===== config.mk =====
export PLATFORM = sky130hd
export DESIGN_NAME = mse_engine
export DESIGN_NICKNAME = d
export VERILOG_FILES = /design/src/rtl/mse_pkg.sv /design/src/rtl/mse_addr_seq.sv /design/src/rtl/mse_misr.sv /design/src/rtl/mse_engine.sv
export SDC_FILE = /design/constraint.sdc
export NUM_CORES = 1
export LEC_CHECK = 0
export ABC_AREA = 1
export BUFFER_PORTS_ARGS = -buffer_cell sky130_fd_sc_hd__buf_2
export CAP_MARGIN = 20
export CORE_MARGIN = 3
export CORE_UTILIZATION = 58
export CTS_CLUSTER_SIZE = 14
export DETAILED_ROUTE_END_ITERATION = 10
export PLACE_DENSITY = 0.79
export SETUP_SLACK_MARGIN = 0.4
export SYNTH_ARGS = -nofsm -noshare
export SYNTH_HDL_FRONTEND = slang
export SYNTH_SLANG_ARGS = --single-unit

===== constraint.sdc =====
create_clock -name clk -period 1.7 [get_ports clk]
set_input_delay 0 -clock clk [delete_from_list [all_inputs] [get_ports clk]]
set_output_delay 0 -clock clk [all_outputs]
set_load 0.1 [all_outputs]

===== src/rtl/mse_pkg.sv =====
package mse_pkg;
   localparam int unsigned RA_W = 3;
   localparam logic [RA_W-1:0] RA_CTRL = 3'd0;
   localparam logic [RA_W-1:0] RA_SEL  = 3'd1;
   localparam logic [RA_W-1:0] RA_SIG0 = 3'd2;
   localparam logic [RA_W-1:0] RA_STAT = 3'd7;
   localparam int unsigned CB_EN   = 0;
   localparam int unsigned CB_SEQ  = 1;
   localparam int unsigned SB_DONE = 0;
   localparam int unsigned SB_ECC  = 1;
   localparam int unsigned SB_BUSY = 2;
endpackage


===== src/rtl/mse_addr_seq.sv =====
module mse_addr_seq #(
   parameter int unsigned ADDR_W = 6
) (
   input  logic              clk,
   input  logic              rst_n,
   input  logic              start_i,
   input  logic              seq_i,
   input  logic              stop_i,
   output logic              issue_o,
   output logic [ADDR_W-1:0] addr_o,
   output logic              last_o,
   output logic              phase_o,
   output logic              seq_mode_o
);
   localparam logic [ADDR_W-1:0] IDX_MAX = {ADDR_W{1'b1}};

   logic              active_q, seq_q, phase_q;
   logic [ADDR_W-1:0] idx_q;

   assign last_o     = active_q && (idx_q == IDX_MAX) && (seq_q || phase_q);
   assign addr_o     = (!seq_q && phase_q) ? ~idx_q : idx_q;
   assign issue_o    = active_q;
   assign phase_o    = phase_q;
   assign seq_mode_o = seq_q;

   always_ff @(posedge clk or negedge rst_n) begin
      if (!rst_n) begin
         active_q <= 1'b0;
         seq_q    <= 1'b0;
         phase_q  <= 1'b0;
         idx_q    <= '0;
      end else if (stop_i) begin
         active_q <= 1'b0;
      end else if (start_i) begin
         active_q <= 1'b1;
         seq_q    <= seq_i;
         phase_q  <= 1'b0;
         idx_q    <= '0;
      end else if (active_q) begin
         if (last_o) begin
            active_q <= 1'b0;
            phase_q  <= 1'b0;
         end else if (seq_q) begin
            idx_q <= idx_q + 1'b1;
         end else if (phase_q) begin
            phase_q <= 1'b0;
            idx_q   <= idx_q + 1'b1;
         end else begin
            phase_q <= 1'b1;
         end
      end
   end
endmodule


===== src/rtl/mse_misr.sv =====
module mse_misr #(
   parameter int unsigned REG_W    = 8,
   parameter int unsigned SIG_SEGS = 5,
   parameter logic [63:0] TAPS     = 64'h31
) (
   input  logic                              clk,
   input  logic                              rst_n,
   input  logic                              fold_i,
   input  logic [REG_W-1:0]                  data_i,
   input  logic                              seed_we_i,
   input  logic [2:0]                        seed_idx_i,
   input  logic [REG_W-1:0]                  seed_i,
   output logic [REG_W*SIG_SEGS-1:0]         sig_o
);
   localparam int unsigned SIG_W = REG_W * SIG_SEGS;

   logic [SIG_W-1:0] sig_q, folded, sig_d;

   assign folded = {sig_q[SIG_W-2:0], sig_q[SIG_W-1]}
                 ^ (sig_q[SIG_W-1] ? TAPS[SIG_W-1:0] : {SIG_W{1'b0}})
                 ^ {{(SIG_W-REG_W){1'b0}}, data_i};

   for (genvar k = 0; k < SIG_SEGS; k++) begin : g_seg
      always_comb begin
         if (fold_i)
            sig_d[k*REG_W +: REG_W] = folded[k*REG_W +: REG_W];
         else if (seed_we_i && seed_idx_i == 3'(k))
            sig_d[k*REG_W +: REG_W] = seed_i;
         else
            sig_d[k*REG_W +: REG_W] = sig_q[k*REG_W +: REG_W];
      end
   end

   always_ff @(posedge clk or negedge rst_n) begin
      if (!rst_n) sig_q <= '0;
      else        sig_q <= sig_d;
   end

   assign sig_o = sig_q;
endmodule


===== src/rtl/mse_engine.sv =====
module mse_engine
   import mse_pkg::*;
#(
   parameter int unsigned ADDR_W   = 6,
   parameter int unsigned BLK_W    = 2,
   parameter int unsigned REG_W    = 8,
   parameter int unsigned SIG_SEGS = 5,
   parameter logic [63:0] TAPS     = 64'h31
) (
   input  logic              clk,
   input  logic              rst_n,
   input  logic              reg_we,
   input  logic [2:0]        reg_addr,
   input  logic [REG_W-1:0]  reg_wdata,
   output logic [REG_W-1:0]  reg_rdata,
   output logic              mem_rd_en,
   output logic [ADDR_W-1:0] mem_addr,
   input  logic [REG_W-1:0]  mem_rdata,
   input  logic              mem_ecc_err,
   output logic              busy,
   output logic              done
);
   localparam int unsigned NUM_BLK = 1 << BLK_W;
   localparam int unsigned SIG_W   = REG_W * SIG_SEGS;

   if (BLK_W < 1 || BLK_W > ADDR_W || NUM_BLK > REG_W) begin : g_bad_blk
      $error("mse_engine: block count does not fit address or register width");
   end
   if (SIG_SEGS < 2 || SIG_SEGS > 5) begin : g_bad_segs
      $error("mse_engine: signature segment count must be 2..5");
   end
   if (REG_W < 3 || SIG_W > 64) begin : g_bad_width
      $error("mse_engine: register or signature width out of range");
   end

   logic               en_q, done_q, ecc_q;
   logic [NUM_BLK-1:0] sel_q;
   logic               rv_q, rsel_q, rlast_q;
   logic               issue_last, alt_phase, run_seq;
   logic [SIG_W-1:0]   sig;

   logic ctrl_wr, start, stop_wr, accept, fold, seed_we, sel_we;
   logic [2:0] seed_idx;

   assign ctrl_wr  = reg_we && (reg_addr == RA_CTRL);
   assign start    = ctrl_wr && reg_wdata[CB_EN] && !en_q;
   assign stop_wr  = ctrl_wr && !reg_wdata[CB_EN];
   assign accept   = rv_q && !stop_wr;
   assign fold     = accept && rsel_q;
   assign seed_idx = reg_addr - RA_SIG0;
   assign seed_we  = reg_we && !busy && (reg_addr >= RA_SIG0)
                     && (seed_idx < 3'(SIG_SEGS));
   assign sel_we   = reg_we && !busy && (reg_addr == RA_SEL);
   assign busy     = mem_rd_en || rv_q;
   assign done     = done_q;

   mse_addr_seq #(.ADDR_W(ADDR_W)) u_seq (
      .clk       (clk),
      .rst_n     (rst_n),
      .start_i   (start),
      .seq_i     (reg_wdata[CB_SEQ]),
      .stop_i    (stop_wr),
      .issue_o   (mem_rd_en),
      .addr_o    (mem_addr),
      .last_o    (issue_last),
      .phase_o   (alt_phase),
      .seq_mode_o(run_seq)
   );

   mse_misr #(.REG_W(REG_W), .SIG_SEGS(SIG_SEGS), .TAPS(TAPS)) u_misr (
      .clk       (clk),
      .rst_n     (rst_n),
      .fold_i    (fold),
      .data_i    (mem_rdata),
      .seed_we_i (seed_we),
      .seed_idx_i(seed_idx),
      .seed_i    (reg_wdata),
      .sig_o     (sig)
   );

   always_ff @(posedge clk or negedge rst_n) begin
      if (!rst_n) begin
         en_q    <= 1'b0;
         done_q  <= 1'b0;
         ecc_q   <= 1'b0;
         sel_q   <= '0;
         rv_q    <= 1'b0;
         rsel_q  <= 1'b0;
         rlast_q <= 1'b0;
      end else begin
         if (ctrl_wr) en_q <= reg_wdata[CB_EN];
         if (sel_we)  sel_q <= reg_wdata[NUM_BLK-1:0];
         rv_q    <= mem_rd_en && !stop_wr;
         rsel_q  <= sel_q[mem_addr[ADDR_W-1 -: BLK_W]];
         rlast_q <= issue_last;
         if (start || stop_wr)       done_q <= 1'b0;
         else if (accept && rlast_q) done_q <= 1'b1;
         if (start)                         ecc_q <= 1'b0;
         else if (accept && mem_ecc_err)    ecc_q <= 1'b1;
      end
   end

   always_comb begin
      reg_rdata = '0;
      if (reg_addr == RA_CTRL) begin
         reg_rdata[CB_EN]  = en_q;
         reg_rdata[CB_SEQ] = run_seq;
      end else if (reg_addr == RA_SEL) begin
         reg_rdata[NUM_BLK-1:0] = sel_q;
      end else if (reg_addr == RA_STAT) begin
         reg_rdata[SB_DONE] = done_q;
         reg_rdata[SB_ECC]  = ecc_q;
         reg_rdata[SB_BUSY] = busy;
      end else begin
         for (int k = 0; k < int'(SIG_SEGS); k++)
            if (seed_idx == 3'(k)) reg_rdata = sig[k*REG_W +: REG_W];
      end
   end
endmodule


# After elaboration in Yosys (flattened, before gate mapping)
# Index checks and enable logic that the tools add are counted.
[totals]
latchBits = 0
ram_bits = 0
n_memories = 0
in_bits = 23
reg_bits = 59
mem_bits_ro = 0
[classes]
add_sub_neg = 2
eq_ne = 9
magnitude_cmp = 3
div_mod_pow = 0
bitwise_logic = 4
mul = 0
muxes = 43
n_reduce_logical = 43
n_shift = 0
[op_table]
columns = ["op", "n"]
rows = [
  ["2-to-1 mux 8 bit", 15],
  ["2-to-1 mux 6 bit", 8],
  ["bitwise XOR 40 bit", 1],
  ["bitwise XOR 40 x 8 -> 40 bit", 1],
  ["logical AND 1 bit", 21],
  ["nonzero test 2 bit", 8],
  ["2-to-1 mux 1 bit", 14],
  ["2-to-1 mux 4 bit", 2],
  ["adder 6 x 1 -> 6 bit, second input constant", 1],
  ["== test 3 x 1 -> 1 bit, second input constant", 2],
  ["== test 3 x 2 -> 1 bit, second input constant", 2],
  ["== test 3 bit, second input constant", 2],
  ["== test 6 bit, second input constant", 1],
  ["logical NOT 3 bit", 2],
  ["inverter 6 bit", 1],
  ["logical NOT 1 bit", 5],
  ["2-to-1 mux 5 bit", 1],
  ["AND reduction 4 bit", 1],
  ["greater-or-equal comparator 3 x 2 -> 1 bit, second input constant", 1],
  ["logical OR 1 bit", 3],
  ["< comparator 2 x 3 -> 1 bit, second input constant", 1],
  ["< comparator 3 bit, second input constant", 1],
  ["2-to-1 mux 3 bit", 1],
  ["!= test 3 bit, second input constant", 1],
  ["8 further kinds", 8],
]

# Logic depth before layout (Yosys ltp)
[depth]
ltp_word = 10
ltp_mapped = 11
mapped_depth_nobuf = 9

# Hierarchy
# From an unflattened synthesis, not the netlist that was laid out.
[unflattened]
cells_unflattened = 542
hier_area_um2 = 3883.7
[by_module_without_submodules]
columns = ["mod", "seq_area_each_um2", "area_each_um2", "n_inst", "cells_per_inst"]
rows = [
  ["mse_misr", 1001.0, 2182.1, 1, 299],
  ["mse_engine", 250.2, 1073.5, 1, 165],
  ["mse_addr_seq", 225.2, 628.1, 1, 78],
]

# Worst setup path before layout
# Ideal clock, no wire load.
[synth_path]
kind = "reg-to-output"
startpoint = "register u_seq.active_q (netlist: u_seq.issue_o)"
endpoint = "output reg_rdata[2]"
arrival_ns = 3.440
path_buffers = 0
slack_ns = -1.740
path_stages_with_launch = 5
cell_sequence = "dfrtp_1 -> nor2_1 -> inv_1 -> a21oi_1 -> a21oi_1"
[synth_between]
elab_chain_len = 4
[synth_lines]
columns = ["item", "line_no", "rtl"]
rows = [
  ["start: declaration", "mse_addr_seq.sv:17", "logic active_q, seq_q, phase_q;"],
  ["start signal: assignment", "mse_addr_seq.sv:28", "active_q <= 1'b0;"],
  ["start signal: assignment", "mse_addr_seq.sv:33", "active_q <= 1'b0;"],
  ["start signal: assignment", "mse_addr_seq.sv:35", "active_q <= 1'b1;"],
  ["logical OR 1 bit", "mse_engine.sv:54", "assign busy = mem_rd_en || rv_q;"],
  ["named net busy", "mse_engine.sv:20", "output logic busy,"],
  ["2-to-1 mux 3 bit", "mse_engine.sv:110", "end else if (reg_addr == RA_STAT) begin"],
  ["2-to-1 mux 4 bit", "mse_engine.sv:108", "end else if (reg_addr == RA_SEL) begin"],
  ["2-to-1 mux 6 bit", "mse_engine.sv:105", "if (reg_addr == RA_CTRL) begin"],
  ["end: declaration", "mse_engine.sv:15", "output logic [REG_W-1:0] reg_rdata,"],
]
# The timed path passes the listed nets, and every way through them passes these cells.

# Worst setup path in the final report
[layout_path]
startpoint = "register u_seq.active_q (netlist: u_seq.issue_o)"
endpoint = "register u_misr.sig_q[19] (netlist: u_misr.sig_o[19])"
[layout_between]
elab_chain_len = 7
[layout_lines]
columns = ["item", "line_no", "rtl"]
rows = [
  ["logical OR 1 bit", "mse_engine.sv:54", ""],
  ["logical NOT 1 bit", "mse_engine.sv:51", "assign seed_we = reg_we && !busy && (reg_addr >= RA_SIG0)"],
  ["logical AND 1 bit (2 in a row)", "mse_engine.sv:51", ""],
  ["logical AND 1 bit", "mse_engine.sv:52", "&& (seed_idx < 3'(SIG_SEGS));"],
  ["logical AND 1 bit", "mse_misr.sv:27", "else if (seed_we_i && seed_idx_i == 3'(k))"],
  ["nonzero test 2 bit (no line)", "n/a", ""],
  ["end signal: assignment", "mse_misr.sv:36", "else sig_q <= sig_d;"],
  ["end: declaration", "mse_misr.sv:17", "logic [SIG_W-1:0] sig_q, folded, sig_d;"],
]
# Every way passes these cells.
# A chain may end at the register's enable or synchronous reset.

==> flow_summary.json <==
{
  "cts_root_buf": "clkbuf_8",
  "synth.avg_cell_area_um2": 7.47,
  "clkSlewWorstSetupHoldPaths_ps": 80,
  "fin_crit_sh_pct": 104,
  "relSlewSlack_pct": 59.8,
  "grt_pass1_wl_mm": 21.6,
  "p_leak_nw": 2.84,
  "powerDensity_mw_per_mm2": 1880,
  "netlist_area_mm2": 0.00364,
  "dp_hpwl_mm": 7.39,
  "grt_pass1_vias": 4180,
  "ir_drop_uv": 2620,
  "synth_cells": 487,
  "critPathLaunchType": "flip-flop",
  "largest_reg_flops": 40,
  "synthAdderAreaFrac_pct": 1.38,
  "startpoint": "u_seq.issue_o$_DFF_PN0_",
  "htreeDepth": 3,
  "worst-setup-path-type": "reg -> reg",
  "critical_path_arrival_ps": 2000,
  "avgViaCountPerCell": 7.43,
  "ys.flop_type": "dfrtp_1",
  "worstPathMaxFanout": 5,
  "die_w_um": 85.2,
  "yosysTopAreaCell": "dfrtp_1",
  "worst_slew_pin_slew_ps": 603,
  "stdcell_count": 690,
  "yosys_warnings": 0,
  "start_util_pct": 60.8,
  "core-area_mm2": 0.00599,
  "fin_ws_ps": -74.5,
  "async_reset_ff_share_pct": 100,
  "worst_ep_required_time_ps": 1920,
  "min-delay-path-class": "in -> reg",
  "first_pass_iters": 11,
  "area_growth_pct": 59.4,
  "syn_nets": 514,
  "gp_congestion": 0.953,
  "synth_area_leaders": "dfrtp_1, nand3_1, nand2_1, inv_1, nor2_1",
  "ff2ff_setup_slack_ps": -70,
  "crit-reg2reg-launch": "u_seq.issue_o$_DFF_PN0_",
  "drc": 2,
  "violations": "DRC, setup timing",
  "synth_xor_area_share_pct": 4.33,
  "yosysTopAreaCellShare_pct": 40.6,
  "fin_nets": 637,
  "cp_slowest_cell": "dfrtp_4",
  "io_buffers": 39,
  "ios": 40,
  "clk_latency_ps": 370,
  "period_needed_ps": 1770,
  "synth-simple-area-share_pct": 41.0,
  "cts_tree": "done",
  "synth-compound-area-share_pct": 4.64,
  "yosysUniqueCellTypes": 30,
  "maxCapViolCount": 0,
  "num_vias": 5127,
  "wl_per_cell_um": 28.8,
  "drv_slew": 0,
  "max_stage_delay_ps": 500,
  "rows": 28,
  "ys_seq_elements": 59,
  "ant_nets": 0,
  "dp.cells": 596,
  "setup_viol": 9,
  "rsz0062_at_grt": "yes",
  "synth_top_family_by_area": "simple AND/OR/NAND/NOR gates",
  "die_area_mm2": 0.00726,
  "hold_viol": 0,
  "outcome": "finished, violations left",
  "worst_setup_path_end_kind": "flip-flop",
  "path_cells": "nor2_4 -> nand2_1 -> nor2_4 -> buf_12 -> buf_4 -> nand3_2 -> nand3_1 -> nand3_1",
  "synth_edf_count": 0,
  "final_layout_size_suffix_gt1_share_pct": 40.7,
  "r2r_cells": 8,
  "pre_cts_ws_ps": 109,
  "grt.total_usage_pct": 37.8,
  "synth-seq-area-share_pct": 40.6,
  "antenna_found_initial": 1,
  "grt_max_degree": 49,
  "synthMuxAreaShare_pct": 0.619,
  "fin_area_mm2": 0.00580,
  "fill_cells": 109,
  "overflow": 0,
  "clockBufferDepth": 2,
  "routed_wl_mm": 19.9,
  "max_freq_mhz": 564,
  "drtIter0Drc": 1066,
  "setup-tns-final_ps": -199,
  "endpoint": "u_misr.sig_o[19]$_DFFE_PN0P_",
  "cts_inserted_buffers": 9,
  "clock_skew_ps": 10.0,
  "rr_endpoint": "u_misr.sig_o[19]$_DFFE_PN0P_",
  "clock-sinks": 59,
  "place_area_mm2": 0.00432,
  "chipHeight_um": 85.2,
  "diodes": 0
}
-- cell type report --
cell class / instances / area, µm² / area share (%)
clock inverters: 4 / 72.6 / 1.25
well taps: 75 / 93.8 / 1.62
repair buffers: 123 / 1220 / 21.0
multi-input cells: 375 / 2550 / 44.0
inverters: 42 / 221 / 3.82
clock buffers: 12 / 155 / 2.67
flip-flops and latches: 59 / 1490 / 25.6
-- timing repair --
| item | 4_1_cts | 5_1_grt |
|---|---|---|
| hold endpoints to repair | 36 | 0 |
| resized for setup | 69 | 86 |
| buffers inserted | 32 | 28 |
| hold buffers | 12 | 0 |
| gates cloned | 5 | 1 |
| pin swaps | 20 | 30 |
| endpoints found under the setup margin | 66 | 68 |
-- synth_stat cells (all sizes together) (2+ instances only) --
cell type    n
o21bai       3
nand3      150
a21oi        9
nand4        6
nor2        30
dfrtp       59
o21ai       15
ha           4
nand2      128
clkbuf       3
xnor2        8
nand3b       2
xor2        10
buf         13
inv         42
mux2         2
-- report_power, final --
part           leakage (nW)  total [mW]  internal (mW)  switching, mW
Clock                 0.113        1.58          0.904          0.676
Sequential            0.747        2.81           2.01          0.800
Combinational          1.98        6.52           2.57           3.94
Total                  2.84        10.9           5.49           5.42
-- routing by layer --
layer	share of wire (%)	wire length, µm	up-vias	GRT usage [%]
met4	11	2280	2	16.3
met2	42	8280	687	58.4
met5	0.14	28	-	0
met1	31	6110	2285	50.3
met3	16	3200	278	9.90
li1	-	-	1875	-
-- how the worst min path moves through the flow --
stage / end / cells after the start / start / slack (ps)
after floorplan: done$_DFFE_PN0P_ / 0 / rst_n / -300
after global placement: u_misr.sig_o[9]$_DFFE_PN0P_ / 1 / rst_n / 8
after detailed placement: u_misr.sig_o[17]$_DFFE_PN0P_ / 1 / rst_n / 10
after CTS: u_misr.sig_o[4]$_DFFE_PN0P_ / 3 / reg_wdata[4] / 0.2
after global routing: u_misr.sig_o[9]$_DFFE_PN0P_ / 3 / reg_wdata[1] / 30
final: u_misr.sig_o[36]$_DFFE_PN0P_ / 3 / reg_wdata[4] / 30
-- critical path, delay by kind of cell, from the launching register on --
| kind | cells | cell delay [ps] |
|---|---|---|
| AND/OR/NAND/NOR | 6 | 870 |
| flip-flops | 1 | 500 |
| buffers and inverters | 2 | 260 |
-- stage by stage --
stage / total power, mW / util [%] / hold WS, ps
6_report: 10.9 / 96.8 / 33.3
3_3_place_gp: 6.49 / 72.1 / 8.35
2_1_floorplan: 5.72 / - / -296
5_1_grt: 11.1 / 96.8 / 26.0
4_1_cts: 9.07 / 87.4 / 0.232
3_5_place_dp: 6.60 / 72.1 / 10.1
-- cell families after synthesis --
group	count (synthesis)
mux	2
simple gates	316
flops	59
fa+ha+maj	4
xor+xnor	18
compound gates	30
buf+inv	58
-- cells in the final DEF, fill, tap and decap left out, types with 3 or more instances in the layout --
master	n
nor2_4	15
buf_6	14
a21oi_1	5
nand2_4	11
nand2_1	96
xor2_1	7
nand3_2	15
nand4_1	6
buf_2	21
dfrtp_2	6
a21oi_4	3
nand3_4	14
xor2_4	3
o21ai_0	4
inv_4	6
xnor2_4	3
clkbuf_8	11
dfrtp_1	52
buf_4	54
dlygate4sd3_1	12
clkinvlp_4	4
xnor2_1	5
o21ai_1	9
o21bai_1	3
nor2_1	12
nand3_1	125
inv_2	4
buf_8	3
nand2_2	20
inv_1	22
inv_6	6
buf_12	18
Note: power is estimated with default switching activity, not from simulation.
